File: src/rtl/mseq_pkg.sv
package mseq_pkg;
  typedef enum logic [1:0] {
    MODE_TIME      = 2'd0,
    MODE_ALARM     = 2'd1,
    MODE_DATE      = 2'd2,
    MODE_STOPWATCH = 2'd3
  } mode_e;

  localparam int unsigned MODE_COUNT = 4;
endpackage

File: src/rtl/mseq_press_detect.sv
module mseq_press_detect (
  input  logic clk,
  input  logic rst,
  input  logic btn,
  output logic press
);
  // btn_q resets high: the button must be observed released before arming
  logic btn_q;

  always_ff @(posedge clk) begin
    if (rst) btn_q <= 1'b1;
    else     btn_q <= btn;
  end

  assign press = !rst && btn && !btn_q;
endmodule

File: src/rtl/mseq_mode_reg.sv
module mseq_mode_reg #(
  parameter int unsigned NUM_MODES = 4,
  parameter int unsigned SEL_W     = $clog2(NUM_MODES)
) (
  input  logic             clk,
  input  logic             rst,
  input  logic             advance,
  output logic [SEL_W-1:0] sel
);
  localparam logic [SEL_W-1:0] LAST = SEL_W'(NUM_MODES - 1);

  logic [SEL_W-1:0] mode_q;

  always_ff @(posedge clk) begin
    if (rst)               mode_q <= '0;
    else if (advance) begin
      if (mode_q == LAST)  mode_q <= '0;
      else                 mode_q <= mode_q + SEL_W'(1);
    end
  end

  assign sel = mode_q;
endmodule

File: src/rtl/mseq_beep_unit.sv
module mseq_beep_unit #(
  parameter bit BEEP_ON_ARC = 1'b1
) (
  input  logic clk,
  input  logic rst,
  input  logic press,
  output logic beep
);
  generate
    if (BEEP_ON_ARC) begin : g_arc
      // output decoded on the transition: state plus live input
      assign beep = press;
    end else begin : g_state
      // dedicated pulse state entered for one cycle after each press
      logic pulse_q;
      always_ff @(posedge clk) begin
        if (rst) pulse_q <= 1'b0;
        else     pulse_q <= press;
      end
      assign beep = pulse_q;
    end
  endgenerate
endmodule

File: src/rtl/mode_sequencer.sv
module mode_sequencer #(
  parameter int unsigned NUM_MODES   = mseq_pkg::MODE_COUNT,
  parameter bit          BEEP_ON_ARC = 1'b1,
  localparam int unsigned SEL_W      = $clog2(NUM_MODES)
) (
  input  logic             clk,
  input  logic             rst,
  input  logic             btn,
  output logic [SEL_W-1:0] sel,
  output logic             beep
);
  logic press;

  mseq_press_detect u_press (
    .clk   (clk),
    .rst   (rst),
    .btn   (btn),
    .press (press)
  );

  mseq_mode_reg #(
    .NUM_MODES (NUM_MODES),
    .SEL_W     (SEL_W)
  ) u_mode (
    .clk     (clk),
    .rst     (rst),
    .advance (press),
    .sel     (sel)
  );

  mseq_beep_unit #(
    .BEEP_ON_ARC (BEEP_ON_ARC)
  ) u_beep (
    .clk   (clk),
    .rst   (rst),
    .press (press),
    .beep  (beep)
  );
endmodule

File: config.mk
export PLATFORM = sky130hd
export DESIGN_NAME = mode_sequencer
export DESIGN_NICKNAME = d
export VERILOG_FILES = /design/src/rtl/mseq_pkg.sv /design/src/rtl/mseq_press_detect.sv /design/src/rtl/mseq_mode_reg.sv /design/src/rtl/mseq_beep_unit.sv /design/src/rtl/mode_sequencer.sv
export SDC_FILE = /design/constraint.sdc
export NUM_CORES = 1
export LEC_CHECK = 0
export BUFFER_PORTS_ARGS = -buffer_cell sky130_fd_sc_hd__buf_2
export CAP_MARGIN = 10
export CELL_PAD_IN_SITES_DETAIL_PLACEMENT = 0
export CELL_PAD_IN_SITES_GLOBAL_PLACEMENT = 1
export CORE_AREA = 3 3 40 42
export DETAILED_ROUTE_END_ITERATION = 10
export DIE_AREA = 0 0 43 45
export GPL_ROUTABILITY_DRIVEN = 0
export PLACE_DENSITY_LB_ADDON = 0.2
export SYNTH_ARGS = -nofsm -noshare
export SYNTH_HDL_FRONTEND = slang
export SYNTH_SLANG_ARGS = --single-unit
File: constraint.sdc
create_clock -name clk -period 1 [get_ports clk]
set_input_delay 0 -clock clk [delete_from_list [all_inputs] [get_ports clk]]
set_output_delay 0 -clock clk [all_outputs]
set_load 0.005 [all_outputs]
==> impl_metrics.tcl, run 1 <==
set metrics [dict create \
    drv_cap 0 \
    numCtsBuffers 3 \
    track_usage 0.0391 \
    skew_ps 0.404 \
    clockBufferDepth 2 \
    drt_iter0_drc 1 \
    postRouteAntennaNets 0 \
    fin_cells 39 \
    cpMaxStageDelayCell "dfxtp_1" \
    core_sq_um 1280 \
    synth-seq-area-share 0.462 \
    outcome "finished clean" \
    die_y_microns 45 \
    die_w_microns 43 \
    cpPeakStageDelay_ps 320 \
    fmax_mhz 1110 \
    critPathCaptureType "register" \
    port_buffers 5 \
    ios 6 \
    grt_max_degree 5 \
    grt_overflow 0 \
    synthFlopType "dfxtp_1" \
    wl_per_cell_microns 7.36 \
    cts.sink_count 3 \
    num_antenna_cells 0 \
    arrival_ps 1020 \
    layout-drive-gt1-share 0.458 \
    syn_area_sq_um 130 \
    fin_crit_ps 897 \
    rsz0062_at_grt "false" \
    crit_required_ps 1120 \
    holdPathEnd "u_mode.sel[0]" \
    synth_common_cells "3 x dfxtp_1, 3 x nor2_1, 2 x mux2i_1" \
    holdPathStages 5 \
    antenna_found_initial 0 \
    die_area_sq_um 1940 \
    multiInputGateArea_sq_um 70.1 \
    ys_seq_elements 3 \
    yosysTopAreaCell "dfxtp_1" \
    regArea_sq_um 60.1 \
    fillers 146 \
    clock_latency_ps 230 \
    grt_pass1_wl_microns 448 \
    async_flop_share 0 \
    initial_utilization 0.101 \
    layout.nets 29 \
    r2r-end "u_mode.sel[1]" \
    ir_drop_mv 0.836 \
    via_count 124 \
    finalPower_uw 375 \
    setup_viol 0 \
    crit_chain "ha_1, mux2i_1, nor2_1" \
    via_per_inst 3.18 \
    synthCells 12 \
    cp_num_buf_inv 0 \
    reg2reg_depth 3 \
    synth_area_leaders "dfxtp_1 46%, mux2i_1 15%, nor2b_4 11%, ha_1 9.6%, nor2_1 8.7%" \
    setup_tns_ps 0 \
    min_period_over_period 0.897 \
    startpoint_type "register" \
    power.density_nw_per_um2 1650 \
    routed_wl_microns 287 \
    syn_avg_cell_area_sq_um 10.8 \
    worst_pin_slew_ps 114 \
    hold_class "in -> reg" \
    power_leakage_nw 0.109 \
    hold_viol_final 0 \
    r2r_slack_ps 100 \
    yosys_warnings 0 \
    slew_viol_final 0 \
    ys_types 7 \
    synth_edf_count 0 \
    crit_family "flip-flops" \
    syn2layout_area_growth_pct 75.0 \
    slew_headroom 0.922 \
    row_count 13 \
    cts_tree "yes" \
    first_pass_iters 2 \
    drc 0 \
    synth_top_area_share 0.462 \
    h-tree-depth 1 \
    path_clk_slew_ps 40 \
    grt_pass1_vias 108 \
    root_buffer "clkbuf_4" \
    hp-start "btn" \
    rr_startpoint "u_mode.sel[0]" \
    placedCellCount 32 \
    synth_nets 16 \
    critPathMaxFanout 4 \
    criticalPathCategory "reg -> reg" \
]
## through the flow
step	hold WS, ps	area, sq um	utilization	setup WS [ps]
floorplan	30.2	130	-	122
global placement	205	174	0.135	108
finish	280	228	0.177	103
detailed placement	210	174	0.135	100
CTS	214	220	0.171	50.4
global route	288	228	0.177	51.7
## area by class of cell
type	instances	share of cell area
repair buffers	8	0.231
flip-flops and latches	3	0.264
well taps	15	0.0824
clock buffers	4	0.115
multi-input cells	9	0.308
## flip-flops by register name (all words and copies together), names as in the netlist
| signal | flops |
|---|---|
| u_press.btn_q | 1 |
| u_mode.sel | 2 |
## cell usage in the layout, fill, tap and decap left out
cell type      n
nor2b_1        1
dlygate4sd3_1  2
or2_2          1
buf_2          5
mux2i_1        2
clkbuf_1       1
buf_4          1
nor2_1         3
ha_1           1
clkbuf_4       3
nor2b_4        1
dfxtp_1        3
## worst register-to-register path, stage by stage, from the launching register on
cell and delay [ps]:
dfxtp_1 320, ha_1 290, mux2i_1 130, nor2_1 50
## metal layers
metal,global-route usage,wire length [microns],up-vias
li1,-,-,63
met5,0,0,-
met2,0.0359,94,7
met3,0.0637,46,0
met4,0.0181,0,0
met1,0.0384,146,54
## worst max path at each step
| stage | from | endpoint | slack (ps) | cells past startpoint |
|---|---|---|---|---|
| 2_1_floorplan | u_mode.sel[0] | u_mode.sel[1] | 120 | 3 |
| 5_1_grt | u_mode.sel[0] | u_mode.sel[1] | 50 | 3 |
| 4_1_cts | u_press.btn_q | beep | 50 | 3 |
| 3_3_place_gp | u_mode.sel[0] | u_mode.sel[1] | 110 | 3 |
| 3_5_place_dp | u_mode.sel[0] | u_mode.sel[1] | 100 | 3 |
| 6_report | u_mode.sel[0] | u_mode.sel[1] | 100 | 3 |
## cell families after synthesis
family                     count (synthesis)  synth area share
and+or+nand+nor                            6             0.288
DFF                                        3             0.462
muxes                                      2             0.154
adders and majority gates                  1            0.0961
## where the power goes
| part | leakage (nW) | switching, mW | total (mW) | internal, mW |
|---|---|---|---|---|
| Clock | 0.0150 | 0.0637 | 0.213 | 0.150 |
| Sequential | 0.0246 | 0.00394 | 0.129 | 0.125 |
| Combinational | 0.0691 | 0.0112 | 0.0322 | 0.0211 |
| Total | 0.109 | 0.0788 | 0.375 | 0.296 |
## timing repair
action,in CTS,in global routing
buffers inserted,0,1
hold buffers,2,0
gates resized for setup,0,0
setup endpoints to repair,0,1
endpoints found under the hold margin,3,0
(Power assumes the default switching activity.)
==> inputs of run 2 (changes only) <==
==> constraint.sdc (replaced) <==
create_clock -name clk -period 1.1 [get_ports clk]
set_input_delay 0 -clock clk [delete_from_list [all_inputs] [get_ports clk]]
set_output_delay 0 -clock clk [all_outputs]
set_load 0.005 [all_outputs]
==> run 2 against run 1 <==
  * Clock skew hardly changed
  * First-iteration DRC count unchanged
  * Combinational power is 9.3% lower
  * Sequential share of layout area did not move
  * Count of clock-buffer cells in the layout unchanged
  * Worst hold slack gained 230 ps
  * Power decreased by 9.2%
  * Design area is the same
  * Sequential power is 9% lower
  * Setup slack barely moved
  * Global-route usage fell by 0.083 points
  * Final cell count did not move
  * Critical endpoint is now beep
  * Largest power group unchanged
==> impl_metrics.tcl, run 2 (synthesized netlist as in run 1, its figures left out) <==
set metrics [dict create \
    mostFrequentLayoutCell "buf_2" \
    layout-drive-gt1-share 0.458 \
    mostFrequentLayoutCells "5 x buf_2, 3 x nor2_1, 3 x clkbuf_4, 3 x dfxtp_1" \
    crit_required_ps 1100 \
    slew_headroom 0.921 \
    path_clk_slew_ps 40 \
    routed_wl_microns 284 \
    min_period_over_period 0.907 \
    root_buffer "clkbuf_4" \
    die_w_microns 43 \
    cts.sink_count 3 \
    dp_hpwl_microns 201 \
    clockBufferDepth 2 \
    worst_pin_slew_ps 116 \
    startpoint_type "input port" \
    crit_start "btn" \
    cpMaxStageDelayCell "dlygate4sd3_1" \
    power.density_nw_per_um2 1500 \
    core_sq_um 1280 \
    holdPathStages 3 \
    setup_ws_ps 102 \
    crit_path_frequent_cell "buf_2" \
    hp-start "btn" \
    via_count 121 \
    cpPeakStageDelay_ps 530 \
    placedCellCount 32 \
    cp_num_buf_inv 3 \
    setup_viol 0 \
    rr_startpoint "u_mode.sel[0]" \
    skew_ps 0.232 \
    initial_utilization 0.101 \
    fmax_mhz 1000 \
    grt_overflow 0 \
    syn2layout_area_growth_pct 75.0 \
    worst_hold_slack_ps 513 \
    layout.nets 29 \
    track_usage 0.0382 \
    row_count 13 \
    criticalPathCategory "in -> out" \
    top_layer "met3" \
    die_y_microns 45 \
    arrival_ps 1000 \
    critPathCaptureType "output pin" \
    grt_pass1_vias 106 \
    largest_reg_flops 2 \
    grt_pass1_wl_microns 434 \
    fin_cells 39 \
    hold_viol_final 0 \
    hold_class "in -> reg" \
    fin_crit_ps 998 \
    h-tree-depth 1 \
    ios 6 \
    critPathMaxFanout 2 \
    first_pass_iters 2 \
    drt_iter0_drc 1 \
    wl_met2_microns 95 \
    crit_family "buffers and inverters" \
    clock_latency_ps 230 \
    reg2reg_depth 3 \
    slew_viol_final 0 \
    postRouteAntennaNets 0 \
    crit_cells 5 \
    wl_per_cell_microns 7.28 \
    pre_cts_slack_ps 202 \
    setup_tns_ps 0 \
    num_antenna_cells 0 \
    crit_chain "dlygate4sd3_1, buf_2, nor2b_4, nor2b_1, buf_2" \
    die_area_sq_um 1940 \
    drc 0 \
    drt-met1-wl_microns 149 \
    ir_drop_mv 0.766 \
    power_leakage_nw 0.109 \
    port_buffers 5 \
    rsz0062_at_grt "false" \
    numCtsBuffers 3 \
    outcome "finished clean" \
    wl_met3_microns 38 \
    drv_cap 0 \
    utilization 0.177 \
    via_per_inst 3.10 \
    grt_max_degree 5 \
    antenna_found_initial 0 \
    cts_tree "yes" \
]
==> run 2: cell counts in the layout (fill, tap and decap cells not counted) <==
Identical to the previous run, type by type.
==> run 2: final cells by class <==
class	instances	area [sq um]
timing repair buffer	8	52.6
tap	15	18.8
multi-input combinational	9	70.1
clock buffer	4	26.3
sequential	3	60.1
fill	144	1060
==> run 2: where the power goes <==
group / total (mW) / leakage, nW / internal, mW / switching (mW)
Combinational: 0.0292 / 0.0691 / 0.0191 / 0.0100
Sequential: 0.117 / 0.0246 / 0.114 / 0.00359
Clock: 0.194 / 0.0150 / 0.136 / 0.0578
==> run 2: repair_timing <==
action                                  CTS  global route
resized for setup                         0             0
endpoints found under the setup margin    0             1
buffers inserted                          0             1
hold buffers                              2             0
endpoints found under the hold margin     3             0
==> run 2: path summary, 6_finish.rpt <==
path                                       to  slack [ps]
worst max register to register  u_mode.sel[1]         200
worst max-delay path                     beep         100
worst min-delay path            u_press.btn_q         510
worst min register to register  u_mode.sel[1]         530
==> run 2: through the flow <==
stage               area, sq um  power, mW
floorplan                   130      0.131
global placement            174      0.142
detailed placement          174      0.142
CTS                         220      0.349
global route                228      0.368
finish                      228      0.340
==> run 2: tightest hold or removal path, stage by stage <==
cell and delay, ps:
dlygate4sd3_1 520, buf_2 100, or2_2 90
==> run 2: routing by layer <==
metal | global-route usage | vias up
li1 | - | 63
met1 | 0.0384 | 51
met2 | 0.0359 | 7
met3 | 0.0598 | 0
met4 | 0.0181 | 0
met5 | 0 | -
==> inputs of run 3 (changes only) <==
--- a/config.mk
+++ b/config.mk
@@ -9,11 +9,12 @@
 export CAP_MARGIN = 10
 export CELL_PAD_IN_SITES_DETAIL_PLACEMENT = 0
 export CELL_PAD_IN_SITES_GLOBAL_PLACEMENT = 1
-export CORE_AREA = 3 3 40 42
+export CORE_AREA = 2 2 39 41
 export DETAILED_ROUTE_END_ITERATION = 10
-export DIE_AREA = 0 0 43 45
+export DIE_AREA = 0 0 41 43
 export GPL_ROUTABILITY_DRIVEN = 0
 export PLACE_DENSITY_LB_ADDON = 0.2
+export RECOVER_POWER = 100
 export SYNTH_ARGS = -nofsm -noshare
 export SYNTH_HDL_FRONTEND = slang
 export SYNTH_SLANG_ARGS = --single-unit
==> run 3 against run 2 <==
  * Sequential share of layout area increased by 0.15 points
  * Global-route usage increased by 1.1 points
  * Fmax decreased by 1.1%
  * Final cell count increased by 2.6%
  * Worst hold slack improved by 3.2 ps
  * Utilization decreased by 1.4 points
  * First-iteration DRC count decreased by 100%
  * Clock power decreased by 3%
  * Non-clock buffer count unchanged
  * Largest power group unchanged
  * Highest routed layer is now met4
==> impl_metrics.tcl, run 3 (synthesized netlist as in run 1, its figures left out) <==
set metrics [dict create \
    p_comb_frac 0.086 \
    regArea_sq_um 60.1 \
    hold_class "in -> reg" \
    row_count 14 \
    grt_overflow 0 \
    power_leakage_nw 0.102 \
    power.density_nw_per_um2 1480 \
    h-tree-depth 1 \
    multiInputGateArea_sq_um 70.1 \
    clkPwrFrac 0.562 \
    die_y_microns 43 \
    rsz0062_at_grt "false" \
    fillers 158 \
    crit_path_frequent_cell "buf_2" \
    criticalPathCategory "in -> out" \
    drt-met1-wl_microns 151 \
    die_area_sq_um 1760 \
    antenna_found_initial 0 \
    grt_pass1_vias 120 \
    setup_viol 0 \
    die_w_microns 41 \
    path_clk_slew_ps 40 \
    root_buffer "clkbuf_4" \
    wl_per_cell_microns 6.53 \
    fmax_mhz 991 \
    setup_tns_ps 0 \
    slew_viol_final 0 \
    crit_required_ps 1100 \
    drt_iter0_drc 0 \
    outcome "finished clean" \
    drv_cap 0 \
    holdPathStages 3 \
    top_layer "met4" \
    first_pass_iters 1 \
    min_period_over_period 0.917 \
    setup_ws_ps 91.1 \
    r2r-end "u_mode.sel[1]" \
    p_seq_frac 0.352 \
    grt_pass1_wl_microns 496 \
    num_antenna_cells 0 \
    crit_start "btn" \
    ir_drop_mv 0.827 \
    crit_path_end "beep" \
    largest_reg_flops 2 \
    port_buffers 5 \
    cpMaxStageDelayCell "dlygate4sd3_1" \
    post_cts_resized 0 \
    r2r_slack_ps 190 \
    routed_wl_microns 261 \
    hold_viol_final 0 \
    cts.sink_count 3 \
    crit_chain "dlygate4sd3_1, buf_2, nor2b_4, nor2b_1, buf_2" \
    slew_headroom 0.888 \
    critPathMaxFanout 2 \
    startpoint_type "input port" \
    cts_tree "yes" \
    swShare 0.198 \
    arrival_ps 1010 \
    power_switching_uw 66.1 \
    postRouteAntennaNets 0 \
    intPower_uw 268 \
    initial_utilization 0.0940 \
    ios 6 \
    reg2reg_depth 3 \
    numCtsBuffers 3 \
    clockBufferDepth 2 \
    rr_startpoint "u_mode.sel[0]" \
    syn2layout_area_growth_pct 74.0 \
    mostFrequentLayoutCells "3 x nor2_1, 3 x clkbuf_4, 3 x clkbuf_1, 3 x buf_2, 3 x dfxtp_1" \
    track_usage 0.0491 \
    cpPeakStageDelay_ps 530 \
    layout.nets 29 \
    critPathCaptureType "output pin" \
    wl_met2_microns 68 \
    via_count 119 \
    grt_max_degree 5 \
    clock_latency_ps 230 \
    core_sq_um 1380 \
    worst_pin_slew_ps 168 \
    fin_crit_ps 1010 \
    drc 0 \
    skew_ps 0.916 \
    wl_met3_microns 36 \
    layout-drive-gt1-share 0.375 \
    pre_cts_slack_ps 193 \
    via_per_inst 2.98 \
]
==> run 3: final cells by class <==
cell class                      count  area share
Tap cell                           16      0.0884
Clock buffer                        4       0.116
Sequential cell                     3       0.265
Multi-Input combinational cell      9       0.309
Timing Repair Buffer                8       0.221
==> run 3: worst max-delay path: cells and delay by family <==
kind          cells  cell delay (ps)
buf+inv           3              770
simple gates      2              230
==> run 3: how the worst min path moves through the flow <==
stage	start	to	slack [ps]
floorplan	rst	beep	30
global placement	btn	u_press.btn_q	210
detailed placement	btn	u_press.btn_q	210
CTS	btn	u_press.btn_q	510
global route	btn	u_press.btn_q	520
finish	btn	u_press.btn_q	520
==> run 3: repair_timing <==
item	4_1_cts	5_1_grt
endpoints found under the hold margin	3	0
endpoints found under the setup margin	0	1
buffers inserted	0	1
hold buffers	2	0
==> run 3: metal layers <==
layer,vias up,GRT usage
met5,-,0
met1,47,0.0545
li1,64,-
met2,6,0.0438
met3,2,0.0785
met4,0,0.0200
==> run 3: per-stage QoR <==
stage          hold slack [ps]  utilization  instances  power [mW]  cell area [sq um]
4_1_cts                    514        0.160         39       0.345                221
5_1_grt                    518        0.164         40       0.363                226
6_report                   516        0.164         40       0.334                226
3_3_place_gp               206        0.127         33       0.140                175
3_5_place_dp               207        0.127         33       0.142                175
2_1_floorplan             30.2            -         12       0.131                130
==> run 3: power groups by stage <==
stage	sequential [mW]	combinational [mW]	clock, mW
after floorplan	0.119	0.0120	0
after global placement	0.119	0.0213	0
after detailed placement	0.119	0.0222	0
after CTS	0.118	0.0280	0.199
after global routing	0.118	0.0325	0.213
final	0.118	0.0288	0.188
